$ cat src/rtl/bct_pkg.sv
package bct_pkg;
    typedef enum logic [1:0] {
        ST_IDLE = 2'd0,
        ST_RUN  = 2'd1,
        ST_HOLD = 2'd2
    } bct_state_e;

    typedef enum logic [2:0] {
        RG_ROM   = 3'd0,
        RG_WRAM  = 3'd1,
        RG_MMIO  = 3'd2,
        RG_PORT  = 3'd3,
        RG_OTHER = 3'd4
    } bct_region_e;
endpackage

$ cat src/rtl/bct_speed_reg.sv
module bct_speed_reg (
    input  logic clk,
    input  logic rst_n,
    input  logic we,
    input  logic wd,
    output logic fast
);
    always_ff @(posedge clk) begin
        if (!rst_n)  fast <= 1'b0;
        else if (we) fast <= wd;
    end

    // the bit changes only on a write
    a_r10_bit_holds: assert property (@(posedge clk) disable iff (!rst_n)
        !we |=> (fast == $past(fast)));
endmodule

$ cat src/rtl/bct_len_decode.sv
module bct_len_decode
    import bct_pkg::*;
#(
    parameter int          ADDR_W    = 24,
    parameter int          CNT_W     = 4,
    parameter logic [23:0] FAST_BASE = 24'h800000,
    parameter int          LEN_FAST  = 6,
    parameter int          LEN_SLOW  = 8,
    parameter int          LEN_XSLOW = 12
) (
    input  logic [ADDR_W-1:0] addr,
    input  logic              internal_cyc,
    input  logic              fast,
    input  logic [2:0]        region,
    output logic [CNT_W-1:0]  len
);
    localparam logic [CNT_W-1:0] L_F = CNT_W'(LEN_FAST);
    localparam logic [CNT_W-1:0] L_S = CNT_W'(LEN_SLOW);
    localparam logic [CNT_W-1:0] L_X = CNT_W'(LEN_XSLOW);

    logic high_rom;
    assign high_rom = (addr >= ADDR_W'(FAST_BASE));

    always_comb begin
        if (internal_cyc) begin
            len = L_F;
        end else begin
            unique case (region)
                RG_ROM:  len = (high_rom && fast) ? L_F : L_S;
                RG_WRAM: len = L_S;
                RG_MMIO: len = L_F;
                RG_PORT: len = L_X;
                default: len = L_S;
            endcase
        end
    end
endmodule

$ cat src/rtl/bus_cycle_timer.sv
module bus_cycle_timer
    import bct_pkg::*;
#(
    parameter int          ADDR_W    = 24,
    parameter logic [23:0] FAST_BASE = 24'h800000,
    parameter int          LEN_FAST  = 6,
    parameter int          LEN_SLOW  = 8,
    parameter int          LEN_XSLOW = 12,
    localparam int         CNT_W     = $clog2(LEN_XSLOW + 1)
) (
    input  logic              clk,
    input  logic              rst_n,
    input  logic [ADDR_W-1:0] bus_addr,
    input  logic              acc_valid,
    input  logic              internal_cyc,
    input  logic              speed_we,
    input  logic              speed_wd,
    input  logic [2:0]        region,
    input  logic              refresh_stall,
    output logic              cyc_end,
    output logic [CNT_W-1:0]  cyc_len
);
    bct_state_e       state_q, state_d;
    logic [CNT_W-1:0] cnt_q, cnt_d;
    logic [CNT_W-1:0] len_q, len_d;
    logic [CNT_W-1:0] new_len;
    logic             fast;
    logic             req, active, at_end, start;

    bct_speed_reg u_speed (
        .clk  (clk),
        .rst_n(rst_n),
        .we   (speed_we),
        .wd   (speed_wd),
        .fast (fast)
    );

    bct_len_decode #(
        .ADDR_W   (ADDR_W),
        .CNT_W    (CNT_W),
        .FAST_BASE(FAST_BASE),
        .LEN_FAST (LEN_FAST),
        .LEN_SLOW (LEN_SLOW),
        .LEN_XSLOW(LEN_XSLOW)
    ) u_dec (
        .addr        (bus_addr),
        .internal_cyc(internal_cyc),
        .fast        (fast),
        .region      (region),
        .len         (new_len)
    );

    assign req    = acc_valid | internal_cyc;
    assign active = (state_q != ST_IDLE);
    assign at_end = active && !refresh_stall && (cnt_q == len_q);
    assign start  = req && !refresh_stall && (!active || at_end);

    // state register
    always_ff @(posedge clk) begin
        if (!rst_n) begin
            state_q <= ST_IDLE;
            cnt_q   <= '0;
            len_q   <= '0;
        end else begin
            state_q <= state_d;
            cnt_q   <= cnt_d;
            len_q   <= len_d;
        end
    end

    // transitions
    always_comb begin
        state_d = state_q;
        cnt_d   = cnt_q;
        len_d   = len_q;
        unique case (state_q)
            ST_IDLE: begin
                if (start) begin                 // START
                    state_d = ST_RUN;
                    cnt_d   = CNT_W'(1);
                    len_d   = new_len;
                end
            end
            ST_RUN, ST_HOLD: begin
                if (refresh_stall) begin         // FREEZE / stay frozen
                    state_d = ST_HOLD;
                end else if (at_end) begin
                    if (start) begin             // CHAIN
                        state_d = ST_RUN;
                        cnt_d   = CNT_W'(1);
                        len_d   = new_len;
                    end else begin               // DONE
                        state_d = ST_IDLE;
                        cnt_d   = '0;
                        len_d   = '0;
                    end
                end else begin                   // THAW / keep counting
                    state_d = ST_RUN;
                    cnt_d   = cnt_q + CNT_W'(1);
                end
            end
            default: begin
                state_d = ST_IDLE;
                cnt_d   = '0;
                len_d   = '0;
            end
        endcase
    end

    // outputs
    always_comb begin
        cyc_end = at_end;
        cyc_len = active ? len_q : '0;
    end

    // no strobe while stalled
    a_r8_no_end_in_stall: assert property (@(posedge clk) disable iff (!rst_n)
        refresh_stall |-> !cyc_end);
    // count frozen across a stalled clock
    a_r8_count_frozen: assert property (@(posedge clk) disable iff (!rst_n)
        (active && refresh_stall) |=> (cnt_q == $past(cnt_q)));
    // length held within a cycle
    a_r9_len_held: assert property (@(posedge clk) disable iff (!rst_n)
        (active && !cyc_end) |=> (cyc_len == $past(cyc_len)));
    // count stays inside the latched length
    a_r7_cnt_bounds: assert property (@(posedge clk) disable iff (!rst_n)
        active |-> (cnt_q >= CNT_W'(1) && cnt_q <= len_q));
    // strobe with no request leaves the block idle
    a_r11_idle_after_end: assert property (@(posedge clk) disable iff (!rst_n)
        (cyc_end && !req) |=> (cyc_len == '0 && !cyc_end));
endmodule

$ cat config.mk
export PLATFORM = sky130hd
export DESIGN_NAME = bus_cycle_timer
export DESIGN_NICKNAME = d
export VERILOG_FILES = /design/src/rtl/bct_pkg.sv /design/src/rtl/bct_speed_reg.sv /design/src/rtl/bct_len_decode.sv /design/src/rtl/bus_cycle_timer.sv
export SDC_FILE = /design/constraint.sdc
export NUM_CORES = 1
export LEC_CHECK = 0
export BUFFER_PORTS_ARGS = -buffer_cell sky130_fd_sc_hd__buf_2
export CAP_MARGIN = 20
export CORE_ASPECT_RATIO = 1.4
export CORE_MARGIN = 5
export CORE_UTILIZATION = 31
export CTS_BUF_LIST = sky130_fd_sc_hd__clkbuf_16
export DETAILED_ROUTE_END_ITERATION = 12
export HOLD_SLACK_MARGIN = 0.06
export SLEW_MARGIN = 20
export SYNTH_ARGS = -nofsm -noshare
export SYNTH_HDL_FRONTEND = slang
export SYNTH_HIERARCHICAL = 1
export SYNTH_SLANG_ARGS = --single-unit
$ cat constraint.sdc
create_clock -name clk -period 3.1 [get_ports clk]
set_input_delay 0.31 -clock clk [delete_from_list [all_inputs] [get_ports clk]]
set_output_delay 0.31 -clock clk [all_outputs]
set_load 0.05 [all_outputs]
==> impl_metrics.csv <==
group,metric,value,unit
place,hpwl,1.486,mm
clock_network,clk_path_buf_depth,2,
die,die_y,69.43,um
global_route,grt_pass1_vias,766,
worst_setup_path,worstPathRequired,2790,ps
worst_setup_path,reg2reg_depth,6,
worst_setup_path,startpoint,"state_q[0]",
timing,fin_crit,2183,ps
place,gp_congestion,0.8302,
yosys,seq_area_frac_synth,28.16,%
clock_network,ctsResizeCount,0,
timing,fin_tns_setup,0,ps
timing,hold_viol,0,
final_layout,diodes,0,
die,core.rowCount,21,
place,dp_cells,143,
worst_setup_path,worstPathArrival,1870,ps
clock_network,clk_pin_slew,40,ps
yosys,ys_top_cells_by_area,"dfxtp_1 28%, inv_1 6.2%, ha_1 4.8%, nor2_1 4.3%, xnor2_1 3.4%",
power,total_power,767.9,uW
timing,timing.hold.ws,336.6,ps
final_layout,fin_nets,151,
place,postPlaceCellArea,883.3,um2
power,power.internal,457.5,uW
yosys,synth_edf_count,0,
clock_network,htreeDepth,1,
yosys,ys_types,45,
global_route,grt-ovfl-total,0,
global_route,grtUsageTotal,11.91,%
worst_hold_path,hp-class,"in2reg",
worst_setup_path,crit_path_frequent_cell,"nor2_1",
global_route,grt_pass1_wl,3.318,mm
worst_setup_path,crit_path_end,"cyc_end",
worst_setup_path,r2r_start,"state_q[0]",
clock_network,cts-root-buf,"clkbuf_16",
yosys,postSynthCellCount,97,
timing,clock.fmax,0.4581,GHz
worst_setup_path,cp.depth,6,
final_layout,drive_above_1_share,20.35,%
worst_setup_path,start_kind,"flop",
die,core_area,0.002417,mm2
flow_run,drv_cap,0,
route,via_per_inst,5.279,
worst_setup_path,cp-end-kind,"primary output",
yosys,synth_top_area_share,28.16,%
clock_network,tritoncts,"done",
clock_network,clk_latency,240,ps
timing,fin_crit_sh,70.42,%
global_route,antenna_found_initial,0,
route,routed_wl,1.899,mm
run_status,status,"finished clean",
final_layout,final_cells,147,
power,power.density,798.1,mW/mm2
worst_setup_path,r2r_end,"cnt_q[0]",
die,die_w,52.45,um
clock_network,hold_buffers,0,
route,post_drt_wl_per_cell,12.92,um
power,combinationalPowerShare,44.2,%
timing,rsz0062_at_grt,"false",
global_route,grt_start_max_net_pins,15,
die,io_pins,39,
power,clockPowerShare,30.5,%
worst_setup_path,critPathKind,"reg2out",
power,p_leak,0.0003959,uW
power,p_sw,310.4,uW
worst_setup_path,cp_slowest_cell,"dfxtp_1",
yosys,yosysTopAreaCell,"dfxtp_1",
power,power_frac_seq,25.3,%
worst_setup_path,worstPathMaxFanout,14,
timing,clock_skew,5.813,ps
yosys,ys.flop_type,"dfxtp_1",
route,dr.pass1.iters,4,
die,initial_utilization,32.35,%
yosys,avgSynthCellArea,8.062,um2
route,vias,776,
timing,drv_slew,0,
yosys,synthArstFlopShare,0,%
clock_network,cts_made_buffers,3,
yosys,yosysWarningCount,6,
route,ant_nets,0,
clock_network,cts_sinks,11,
yosys,yosys_register_bits,11,
final_layout,syn2layout_area_growth,23.04,%
worst_setup_path,critPathTopFamily,"simple AND/OR/NAND/NOR gates",
clock_network,postCtsSetupBuffers,0,
route,dr.first_iter.drc_count,21,
yosys,synth_fp_nets,134,
yosys,synth_most_common_cell,"inv_1",
worst_setup_path,critical-path-max-stage-delay,350,ps
worst_setup_path,reg2reg_setup_slack,1200,ps
worst_setup_path,path_cells,"inv_1 -> ha_1 -> nor2_1 -> nand2_1 -> nor2_1 -> buf_2",
yosys,synth.cell_area,782.0,um2
die,dieArea,0.003641,mm2
place,portBuffers,15,
yosys,synth_commonest_cells,"13 x inv_1, 11 x dfxtp_1, 9 x nor2_1",
power,switching_share,40.42,%
worst_setup_path,path_buf_inv,2,
power,vdd_drop_max,506.4,uV
route,drc,0,
final_layout,final_area,962.2,um2
timing,setup_violations,0,
==> final cells by class <==
class	count	area (um2)
clock buffers	3	75.07
clock inverters	1	3.754
fillers	279	1455
inverters	13	48.80
multi-input cells	70	496.7
flip-flops and latches	11	220.2
well taps	34	42.54
repair buffers	15	75.07
==> power groups by stage <==
stage               logic (uW)  clock network [uW]  registers (uW)
finish                     340                 234             194
global route               377                 246             199
CTS                        340                 236             194
detailed placement         338                   0             196
global placement           335                   0             196
floorplan                  267                   0             189
==> how the worst min path moves through the flow <==
stage | startpoint | to | slack [ps] | depth (start not counted)
floorplan | rst_n | u_speed/fast | 440 | 1
global placement | state_q[1] | state_q[1] | 460 | 2
CTS | speed_wd | u_speed/fast | 340 | 3
global route | speed_wd | u_speed/fast | 390 | 3
finish | speed_wd | u_speed/fast | 340 | 3
detailed placement | state_q[1] | state_q[1] | 480 | 2
==> routing by layer <==
metal | vias up | track usage (%) | share of wire (%)
met2 | 16 | 19.89 | 54
li1 | 383 | - | -
met3 | 7 | 2.151 | 3.8
met4 | 0 | 7.386 | 3.6
met5 | - | 0 | 0
met1 | 370 | 13.32 | 38
==> registers in the layout, indices dropped and copies added, names as in the netlist <==
register and cells:
state_q 2, u_speed/fast 1, cnt_q 4, len_q 4
==> stage by stage <==
step           utilization [%]  setup slack (ps)
3_3_place_gp             36.54              1190
5_1_grt                  39.80             721.4
6_report                 39.80             917.1
3_5_place_dp             36.54              1186
4_1_cts                  39.80             926.7
2_1_floorplan                -              1214
==> cells by family after synthesis <==
family | after synthesis | share of synthesized area [%]
adder cells (fa/ha/maj) | 3 | 4.801
buffers and inverters | 16 | 8.320
AND/OR/NAND/NOR | 34 | 27.52
flip-flops | 11 | 28.16
multiplexers | 1 | 1.280
XOR/XNOR | 4 | 4.481
other | 1 | 0.4795
AO/OA/AOI/OAI | 27 | 24.96
==> tightest hold or removal path, stage by stage <==
cell,delay (ps)
buf_2,80
mux2i_1,50
nor2b_1,90
==> layout by cell type, fill, tap and decap left out, types with 4 or more instances in the layout <==
master / instances
inv_1: 14
buf_2: 15
nand2_1: 5
nor2_1: 9
nand2b_1: 4
dfxtp_1: 11
o22ai_1: 4
No activity file was read; power rests on OpenSTA's default activity.
